===== config.mk =====
export PLATFORM = sky130hd
export DESIGN_NAME = modpwr_ctrl
export DESIGN_NICKNAME = d
export VERILOG_FILES = /design/src/rtl/modpwr_pkg.sv /design/src/rtl/modpwr_regs.sv /design/src/rtl/modpwr_seq.sv /design/src/rtl/modpwr_rdport.sv /design/src/rtl/modpwr_ctrl.sv
export SDC_FILE = /design/constraint.sdc
export NUM_CORES = 1
export LEC_CHECK = 0
export BUFFER_PORTS_ARGS = -buffer_cell sky130_fd_sc_hd__buf_4
export CAP_MARGIN = 15
export CORE_UTILIZATION = 46
export CTS_CLUSTER_DIAMETER = 200
export DETAILED_ROUTE_END_ITERATION = 16
export HOLD_SLACK_MARGIN = 0.15
export PLACE_DENSITY = 0.87
export SYNTH_ARGS = -nofsm -noshare
export SYNTH_HDL_FRONTEND = slang
export SYNTH_SLANG_ARGS = --single-unit

===== constraint.sdc =====
create_clock -name clk -period 4.79 [get_ports clk]
set_input_delay 1.1975 -clock clk [delete_from_list [all_inputs] [get_ports clk]]
set_output_delay 1.1975 -clock clk [all_outputs]
set_load 0.05 [all_outputs]

===== src/rtl/modpwr_pkg.sv =====
package modpwr_pkg;

   // Register word offsets
   localparam int OFS_CTRL  = 0;
   localparam int OFS_CMD   = 1;
   localparam int OFS_STAT  = 2;
   localparam int OFS_MSTAT = 3;

   // Field positions
   localparam int CTRL_TGT_BIT   = 0;
   localparam int CTRL_LRST_BIT  = 1;
   localparam int CMD_START_BIT  = 0;
   localparam int STAT_BUSY_BIT  = 0;
   localparam int MSTAT_ON_BIT   = 0;

   localparam int FIELD_MSB = 1;

   typedef enum logic [2:0] {
      SQ_IDLE,
      SQ_NOP,
      SQ_QUIESCE,
      SQ_HOLD,
      SQ_WARM
   } seq_st_e;

endpackage


===== src/rtl/modpwr_regs.sv =====
module modpwr_regs
   import modpwr_pkg::*;
#(
   parameter int ADDR_W = 4,
   parameter int DATA_W = 32
) (
   input  logic              clk,
   input  logic              rst_n,
   input  logic              wr_en,
   input  logic [ADDR_W-1:0] addr,
   input  logic [DATA_W-1:0] wdata,
   output logic              tgt_on,
   output logic              lrst_n,
   output logic              start_req
);

   localparam logic [ADDR_W-1:0] A_CTRL = ADDR_W'(OFS_CTRL);
   localparam logic [ADDR_W-1:0] A_CMD  = ADDR_W'(OFS_CMD);

   if (DATA_W <= FIELD_MSB) begin : g_bad_dw
      $error("modpwr_regs: DATA_W too small for the control fields");
   end
   if (ADDR_W < 2) begin : g_bad_aw
      $error("modpwr_regs: ADDR_W must cover four words");
   end

   logic ctrl_wr;
   logic unused_wbits;

   assign ctrl_wr      = wr_en && (addr == A_CTRL);
   assign start_req    = wr_en && (addr == A_CMD) && wdata[CMD_START_BIT];
   assign unused_wbits = ^wdata[DATA_W-1:FIELD_MSB+1];

   always_ff @(posedge clk or negedge rst_n) begin
      if (!rst_n) begin
         tgt_on <= 1'b0;
         lrst_n <= 1'b0;
      end else if (ctrl_wr) begin
         tgt_on <= wdata[CTRL_TGT_BIT];
         lrst_n <= wdata[CTRL_LRST_BIT];
      end
   end

   // local reset bit moves only on a control write
   p_lrst_sw_only_r8: assert property (@(posedge clk) disable iff (!rst_n)
      !$stable(lrst_n) |-> $past(wr_en && (addr == A_CTRL)))
      else $error("local reset bit changed without a control write");

   // target bit moves only on a control write
   p_tgt_sw_only_r2: assert property (@(posedge clk) disable iff (!rst_n)
      !$stable(tgt_on) |-> $past(wr_en && (addr == A_CTRL)))
      else $error("target bit changed without a control write");

endmodule


===== src/rtl/modpwr_seq.sv =====
module modpwr_seq
   import modpwr_pkg::*;
#(
   parameter int IDLE_TMO = 16,
   parameter int OFF_DLY  = 2,
   parameter int WARM_DLY = 4
) (
   input  logic clk,
   input  logic rst_n,
   input  logic start_req,
   input  logic tgt_on,
   input  logic idle_ack,
   output logic busy,
   output logic clk_en,
   output logic mod_rst_n,
   output logic state_on
);

   localparam int MAX_A   = (IDLE_TMO > OFF_DLY) ? IDLE_TMO : OFF_DLY;
   localparam int MAX_DLY = (MAX_A > WARM_DLY) ? MAX_A : WARM_DLY;
   localparam int CNT_W   = $clog2(MAX_DLY + 1);
   localparam logic [CNT_W-1:0] TMO_LAST  = CNT_W'(IDLE_TMO - 1);
   localparam logic [CNT_W-1:0] OFF_LAST  = CNT_W'(OFF_DLY - 1);
   localparam logic [CNT_W-1:0] WARM_LAST = CNT_W'(WARM_DLY - 1);

   if (IDLE_TMO < 1 || OFF_DLY < 1 || WARM_DLY < 1) begin : g_bad_dly
      $error("modpwr_seq: every delay must be at least one cycle");
   end

   seq_st_e          sq;
   logic [CNT_W-1:0] cnt;
   logic             upd_pend;
   logic             upd_val;
   logic             eff_on;

   // State the module is headed to once the pending update lands
   assign eff_on = upd_pend ? upd_val : state_on;

   always_ff @(posedge clk or negedge rst_n) begin
      if (!rst_n) begin
         sq        <= SQ_IDLE;
         cnt       <= '0;
         busy      <= 1'b0;
         clk_en    <= 1'b0;
         mod_rst_n <= 1'b0;
         state_on  <= 1'b0;
         upd_pend  <= 1'b0;
         upd_val   <= 1'b0;
      end else begin
         upd_pend <= 1'b0;
         if (upd_pend) state_on <= upd_val;
         unique case (sq)
            SQ_IDLE: begin
               if (start_req) begin
                  busy <= 1'b1;
                  cnt  <= '0;
                  if (tgt_on == eff_on) begin
                     sq <= SQ_NOP;
                  end else if (tgt_on) begin
                     clk_en <= 1'b1;
                     sq     <= SQ_WARM;
                  end else begin
                     sq <= SQ_QUIESCE;
                  end
               end
            end
            SQ_NOP: begin
               busy <= 1'b0;
               sq   <= SQ_IDLE;
            end
            SQ_QUIESCE: begin
               if (idle_ack || cnt == TMO_LAST) begin
                  mod_rst_n <= 1'b0;
                  cnt       <= '0;
                  sq        <= SQ_HOLD;
               end else begin
                  cnt <= cnt + 1'b1;
               end
            end
            SQ_HOLD: begin
               if (cnt == OFF_LAST) begin
                  clk_en   <= 1'b0;
                  busy     <= 1'b0;
                  upd_pend <= 1'b1;
                  upd_val  <= 1'b0;
                  sq       <= SQ_IDLE;
               end else begin
                  cnt <= cnt + 1'b1;
               end
            end
            SQ_WARM: begin
               if (cnt == WARM_LAST) begin
                  mod_rst_n <= 1'b1;
                  busy      <= 1'b0;
                  upd_pend  <= 1'b1;
                  upd_val   <= 1'b1;
                  sq        <= SQ_IDLE;
               end else begin
                  cnt <= cnt + 1'b1;
               end
            end
            default: sq <= SQ_IDLE;
         endcase
      end
   end

   // busy is raised only by a start request
   p_busy_from_start_r3: assert property (@(posedge clk) disable iff (!rst_n)
      $rose(busy) |-> $past(start_req))
      else $error("busy rose without a start request");

   // reported state moves only after a cycle without busy
   p_state_after_busy_r3: assert property (@(posedge clk) disable iff (!rst_n)
      !$stable(state_on) |-> $past(!busy))
      else $error("state changed while busy was still set");

   // settled disabled state keeps reset held and clock off
   p_off_quiet_r1: assert property (@(posedge clk) disable iff (!rst_n)
      (!busy && !upd_pend && !state_on) |-> (!clk_en && !mod_rst_n))
      else $error("disabled module has clock or reset released");

   // settled enabled state keeps clock on and reset released
   p_on_live_r4: assert property (@(posedge clk) disable iff (!rst_n)
      (!busy && !upd_pend && state_on) |-> (clk_en && mod_rst_n))
      else $error("enabled module lacks clock or reset release");

   // reset is released only into a running clock
   p_rel_after_clk_r4: assert property (@(posedge clk) disable iff (!rst_n)
      $rose(mod_rst_n) |-> (clk_en && $past(clk_en)))
      else $error("reset released without a running clock");

   // clock stops only under an already held reset
   p_clk_off_in_rst_r5: assert property (@(posedge clk) disable iff (!rst_n)
      $fell(clk_en) |-> (!mod_rst_n && $past(!mod_rst_n)))
      else $error("clock stopped before reset was held");

   // a no-change start keeps busy for one cycle only
   p_nop_one_r7: assert property (@(posedge clk) disable iff (!rst_n)
      (sq == SQ_NOP) |=> !busy)
      else $error("no-change start held busy too long");

endmodule


===== src/rtl/modpwr_rdport.sv =====
module modpwr_rdport
   import modpwr_pkg::*;
#(
   parameter int ADDR_W   = 4,
   parameter int DATA_W   = 32,
   parameter bit READ_REG = 1'b1
) (
   input  logic              clk,
   input  logic              rst_n,
   input  logic              rd_en,
   input  logic [ADDR_W-1:0] addr,
   input  logic              tgt_on,
   input  logic              lrst_n,
   input  logic              busy,
   input  logic              state_on,
   output logic [DATA_W-1:0] rdata
);

   localparam logic [ADDR_W-1:0] A_CTRL  = ADDR_W'(OFS_CTRL);
   localparam logic [ADDR_W-1:0] A_CMD   = ADDR_W'(OFS_CMD);
   localparam logic [ADDR_W-1:0] A_STAT  = ADDR_W'(OFS_STAT);
   localparam logic [ADDR_W-1:0] A_MSTAT = ADDR_W'(OFS_MSTAT);

   logic [DATA_W-1:0] word;

   always_comb begin
      word = '0;
      if (addr == A_CTRL) begin
         word[CTRL_TGT_BIT]  = tgt_on;
         word[CTRL_LRST_BIT] = lrst_n;
      end else if (addr == A_STAT) begin
         word[STAT_BUSY_BIT] = busy;
      end else if (addr == A_MSTAT) begin
         word[MSTAT_ON_BIT] = state_on;
      end
   end

   if (READ_REG) begin : g_rd_reg
      always_ff @(posedge clk or negedge rst_n) begin
         if (!rst_n)     rdata <= '0;
         else if (rd_en) rdata <= word;
      end

      // read data is held between reads
      p_rdata_hold_r9: assert property (@(posedge clk) disable iff (!rst_n)
         !$past(rd_en) |-> $stable(rdata))
         else $error("read data moved without a read");

      // the command word reads as zero
      p_cmd_zero_r9: assert property (@(posedge clk) disable iff (!rst_n)
         $past(rd_en && addr == A_CMD) |-> (rdata == '0))
         else $error("command word read back nonzero");
   end else begin : g_rd_comb
      logic unused_rdctl;
      assign unused_rdctl = clk ^ rst_n ^ rd_en;
      assign rdata = word;
   end

endmodule


===== src/rtl/modpwr_ctrl.sv =====
module modpwr_ctrl
   import modpwr_pkg::*;
#(
   parameter int ADDR_W   = 4,
   parameter int DATA_W   = 32,
   parameter int IDLE_TMO = 16,
   parameter int OFF_DLY  = 2,
   parameter int WARM_DLY = 4,
   parameter bit READ_REG = 1'b1
) (
   input  logic              clk,
   input  logic              rst_n,
   input  logic              wr_en,
   input  logic              rd_en,
   input  logic [ADDR_W-1:0] addr,
   input  logic [DATA_W-1:0] wdata,
   output logic [DATA_W-1:0] rdata,
   input  logic              idle_ack,
   output logic              clk_en,
   output logic              mod_rst_n,
   output logic              loc_rst_n
);

   logic tgt_on;
   logic lrst_n;
   logic start_req;
   logic busy;
   logic state_on;

   modpwr_regs #(
      .ADDR_W (ADDR_W),
      .DATA_W (DATA_W)
   ) regs_i (
      .clk       (clk),
      .rst_n     (rst_n),
      .wr_en     (wr_en),
      .addr      (addr),
      .wdata     (wdata),
      .tgt_on    (tgt_on),
      .lrst_n    (lrst_n),
      .start_req (start_req)
   );

   modpwr_seq #(
      .IDLE_TMO (IDLE_TMO),
      .OFF_DLY  (OFF_DLY),
      .WARM_DLY (WARM_DLY)
   ) seq_i (
      .clk       (clk),
      .rst_n     (rst_n),
      .start_req (start_req),
      .tgt_on    (tgt_on),
      .idle_ack  (idle_ack),
      .busy      (busy),
      .clk_en    (clk_en),
      .mod_rst_n (mod_rst_n),
      .state_on  (state_on)
   );

   modpwr_rdport #(
      .ADDR_W   (ADDR_W),
      .DATA_W   (DATA_W),
      .READ_REG (READ_REG)
   ) rdport_i (
      .clk      (clk),
      .rst_n    (rst_n),
      .rd_en    (rd_en),
      .addr     (addr),
      .tgt_on   (tgt_on),
      .lrst_n   (lrst_n),
      .busy     (busy),
      .state_on (state_on),
      .rdata    (rdata)
   );

   assign loc_rst_n = lrst_n;

endmodule


==> results.json <==
{
  "outcome": "finished, final reports clean",
  "die_x_um": 54.4,
  "worst-path-max-fanout": 5,
  "syn-instance-count": 131,
  "cp-start-kind": "input pin",
  "hold_end": "seq_i.clk_en",
  "port_buffers": 15,
  "crit_path_end_kind": "flop",
  "final_common_cell": "conb_1",
  "die_area_um2": 2960,
  "worstPathArrival_ns": 2.45,
  "synth_seq_cells": 18,
  "num_antenna_cells": 0,
  "rsz0062_at_grt": "false",
  "placed_area_um2": 1290,
  "cts_sinks": 18,
  "coreArea_um2": 2540,
  "cpPeakStageDelay_ns": 0.41,
  "area_growth_pct": 5.25,
  "synth.distinct_cells": 37,
  "tritoncts": "done",
  "reg2reg_to": "seq_i.cnt[3]",
  "rrSetupSlack_ns": 2.68,
  "remaining_drc_errors": 0,
  "period_minus_slack_ns": 2.26,
  "fin_skew_ns": 0.00441,
  "post-cts-setup-buffers": 0,
  "layout-drive-gt1-share": 0.230,
  "postCtsResizedCells": 0,
  "grt_use_met3": 0.0583,
  "finalCritPeriodShare": 0.471,
  "cap_violations": 0,
  "rows": 18,
  "first_global_vias": 775,
  "fin_setup_tns_ns": 0,
  "ir_worst_vdd_uv": 184,
  "hold_path.class": "reg2reg",
  "drt_iter0_drc": 25,
  "ant_nets": 0,
  "initial_utilization": 0.496,
  "synth_area_leaders": "dfrtp_1, buf_4, ha_1",
  "cp_cell_sequence": "buf_4 -> or3_4 -> nor2_4 -> o221ai_4 -> a211o_2",
  "synth.avg_cell_area_um2": 9.64,
  "leakage_nw": 0.653,
  "path_delay_family": "simple AND/OR/NAND/NOR gates",
  "root_buffer": "clkbuf_4",
  "wl_mm": 2.20,
  "cp_slowest_cell": "or3_4",
  "seq_area_um2": 450,
  "cts_buffers": 3,
  "clock_path_buffers": 2,
  "clkTransAtPathRegs_ns": 0.10,
  "die_h_um": 54.4,
  "multiInputGateArea_um2": 662,
  "min_from": "seq_i.clk_en",
  "ctsHtreeMaxLevel": 1,
  "async_flop_share": 1.00,
  "place.gp.congestion": 0.887,
  "wire_per_inst_um": 12.3,
  "setup_slack_ns": 2.53,
  "fin_hold_ws_ns": 0.539,
  "grt_usage": 0.157,
  "antenna_found_initial": 0,
  "grt_util_met1": 0.182,
  "reg2reg_from": "seq_i.cnt[0]",
  "final_cell_mix": "conb_1, dfrtp_1, buf_4",
  "vias_per_cell": 4.94,
  "grt_max_degree": 19,
  "via_count": 879,
  "synth_edf_count": 0,
  "overflow": 0,
  "max_freq_ghz": 0.443,
  "pin_count": 76,
  "crit_required_ns": 4.98,
  "layout.nets": 195,
  "clk-insertion-delay-late_ns": 0.29,
  "grt_use_met2": 0.285,
  "synth_top_area_cell": "dfrtp_1",
  "synth_top_area_frac": 0.357,
  "yosysWarnings": 0,
  "grt-busiest-layer": "met2",
  "whs_path_depth": 2,
  "critPathBufInv": 1,
  "dp_hpwl_mm": 1.78,
  "fillers": 255,
  "grt_pass1_wl_mm": 3.26,
  "post-place-ws_ns": 2.22,
  "cts_hold_buf": 0,
  "syn-cell-area_um2": 1260,
  "yosysSeqAreaShare": 0.357,
  "fin_cells": 178,
  "dp.cells": 174,
  "synth_ff_type": "dfrtp_1",
  "setup_viol": 0,
  "hold_viol": 0,
  "p_per_area_nw_per_um2": 329,
  "maxSlewViolCount": 0,
  "first_pass_iters": 4,
  "ff2ff_path_depth": 7,
  "critPathKind": "in2reg",
  "design_area_um2": 1330
}
[synthesized netlist by cell type, types with 2 or more instances]
cell      n
buf_4    30
dfrtp_1  18
nor2_1    9
inv_1     8
o21ai_0   7
nand2_1   6
a21oi_1   5
ha_1      5
nand3_1   5
nor3_1    4
mux2_4    3
a22oi_1   2
a41oi_1   2
and3_2    2
mux2_2    2
mux2i_1   2
[how the worst max path moves through the flow]
stage | startpoint | end | slack (ns) | cells after the start
finish | addr[1] | seq_i.cnt[3] | 2.53 | 5
global route | addr[1] | seq_i.cnt[3] | 2.51 | 5
CTS | addr[1] | seq_i.cnt[3] | 2.54 | 5
detailed placement | addr[1] | seq_i.cnt[3] | 2.22 | 5
global placement | addr[1] | seq_i.cnt[3] | 2.25 | 5
floorplan | addr[1] | seq_i.cnt[3] | 2.42 | 4
[per-stage QoR]
| step | util | total power, mW |
|---|---|---|
| after floorplan | - | 0.332 |
| after global placement | 0.508 | 0.339 |
| after detailed placement | 0.508 | 0.347 |
| after CTS | 0.522 | 0.442 |
| after global routing | 0.522 | 0.463 |
| final | 0.522 | 0.437 |
[flip-flops by register name, indices dropped and copies added, names as in the netlist]
signal / cells
seq_i.cnt: 5
seq_i.sq: 3
rdport_i.rdata: 2
regs_i.lrst_n: 1
regs_i.tgt_on: 1
seq_i.busy: 1
seq_i.clk_en: 1
seq_i.mod_rst_n: 1
seq_i.state_on: 1
seq_i.upd_pend: 1
seq_i.upd_val: 1
[cell families (layout without fill, tap and decap cells)]
kind of cell | count (synthesis) | in the layout | synth area share
AO/OA/AOI/OAI | 27 | 27 | 0.166
AND/OR/NAND/NOR | 34 | 34 | 0.151
other | 1 | 30 | 0.00297
multiplexers | 7 | 7 | 0.0694
buffers and inverters | 39 | 27 | 0.205
flip-flops | 18 | 18 | 0.357
adder cells (fa/ha/maj) | 5 | 5 | 0.0496
[where the power goes]
| part | internal, mW | switching [mW] | total (mW) | leakage (nW) |
|---|---|---|---|---|
| Combinational | 0.0450 | 0.108 | 0.153 | 0.397 |
| Sequential | 0.166 | 0.0240 | 0.190 | 0.235 |
| Clock | 0.0463 | 0.0474 | 0.0938 | 0.0210 |
| Total | 0.258 | 0.180 | 0.437 | 0.653 |
[final cells by class]
| cell class | instances | area share |
|---|---|---|
| clock buffer | 4 | 0.0273 |
| tap | 30 | 0.0282 |
| timing repair buffer | 15 | 0.0847 |
| inverter | 8 | 0.0226 |
| multi-input combinational | 103 | 0.498 |
| sequential | 18 | 0.339 |
[tightest hold or removal path, stage by stage, from the launching register on]
cell and delay [ns]:
dfrtp_1 0.39, nand2_1 0.05, o21ai_0 0.06
[metal layers]
layer	share of wire	routed length, um	vias to the layer above
met5	0	0	-
met4	0	0	0
met3	0.053	117	0
met2	0.52	1140	25
met1	0.43	935	423
li1	-	-	431
(Power assumes the default switching activity.)
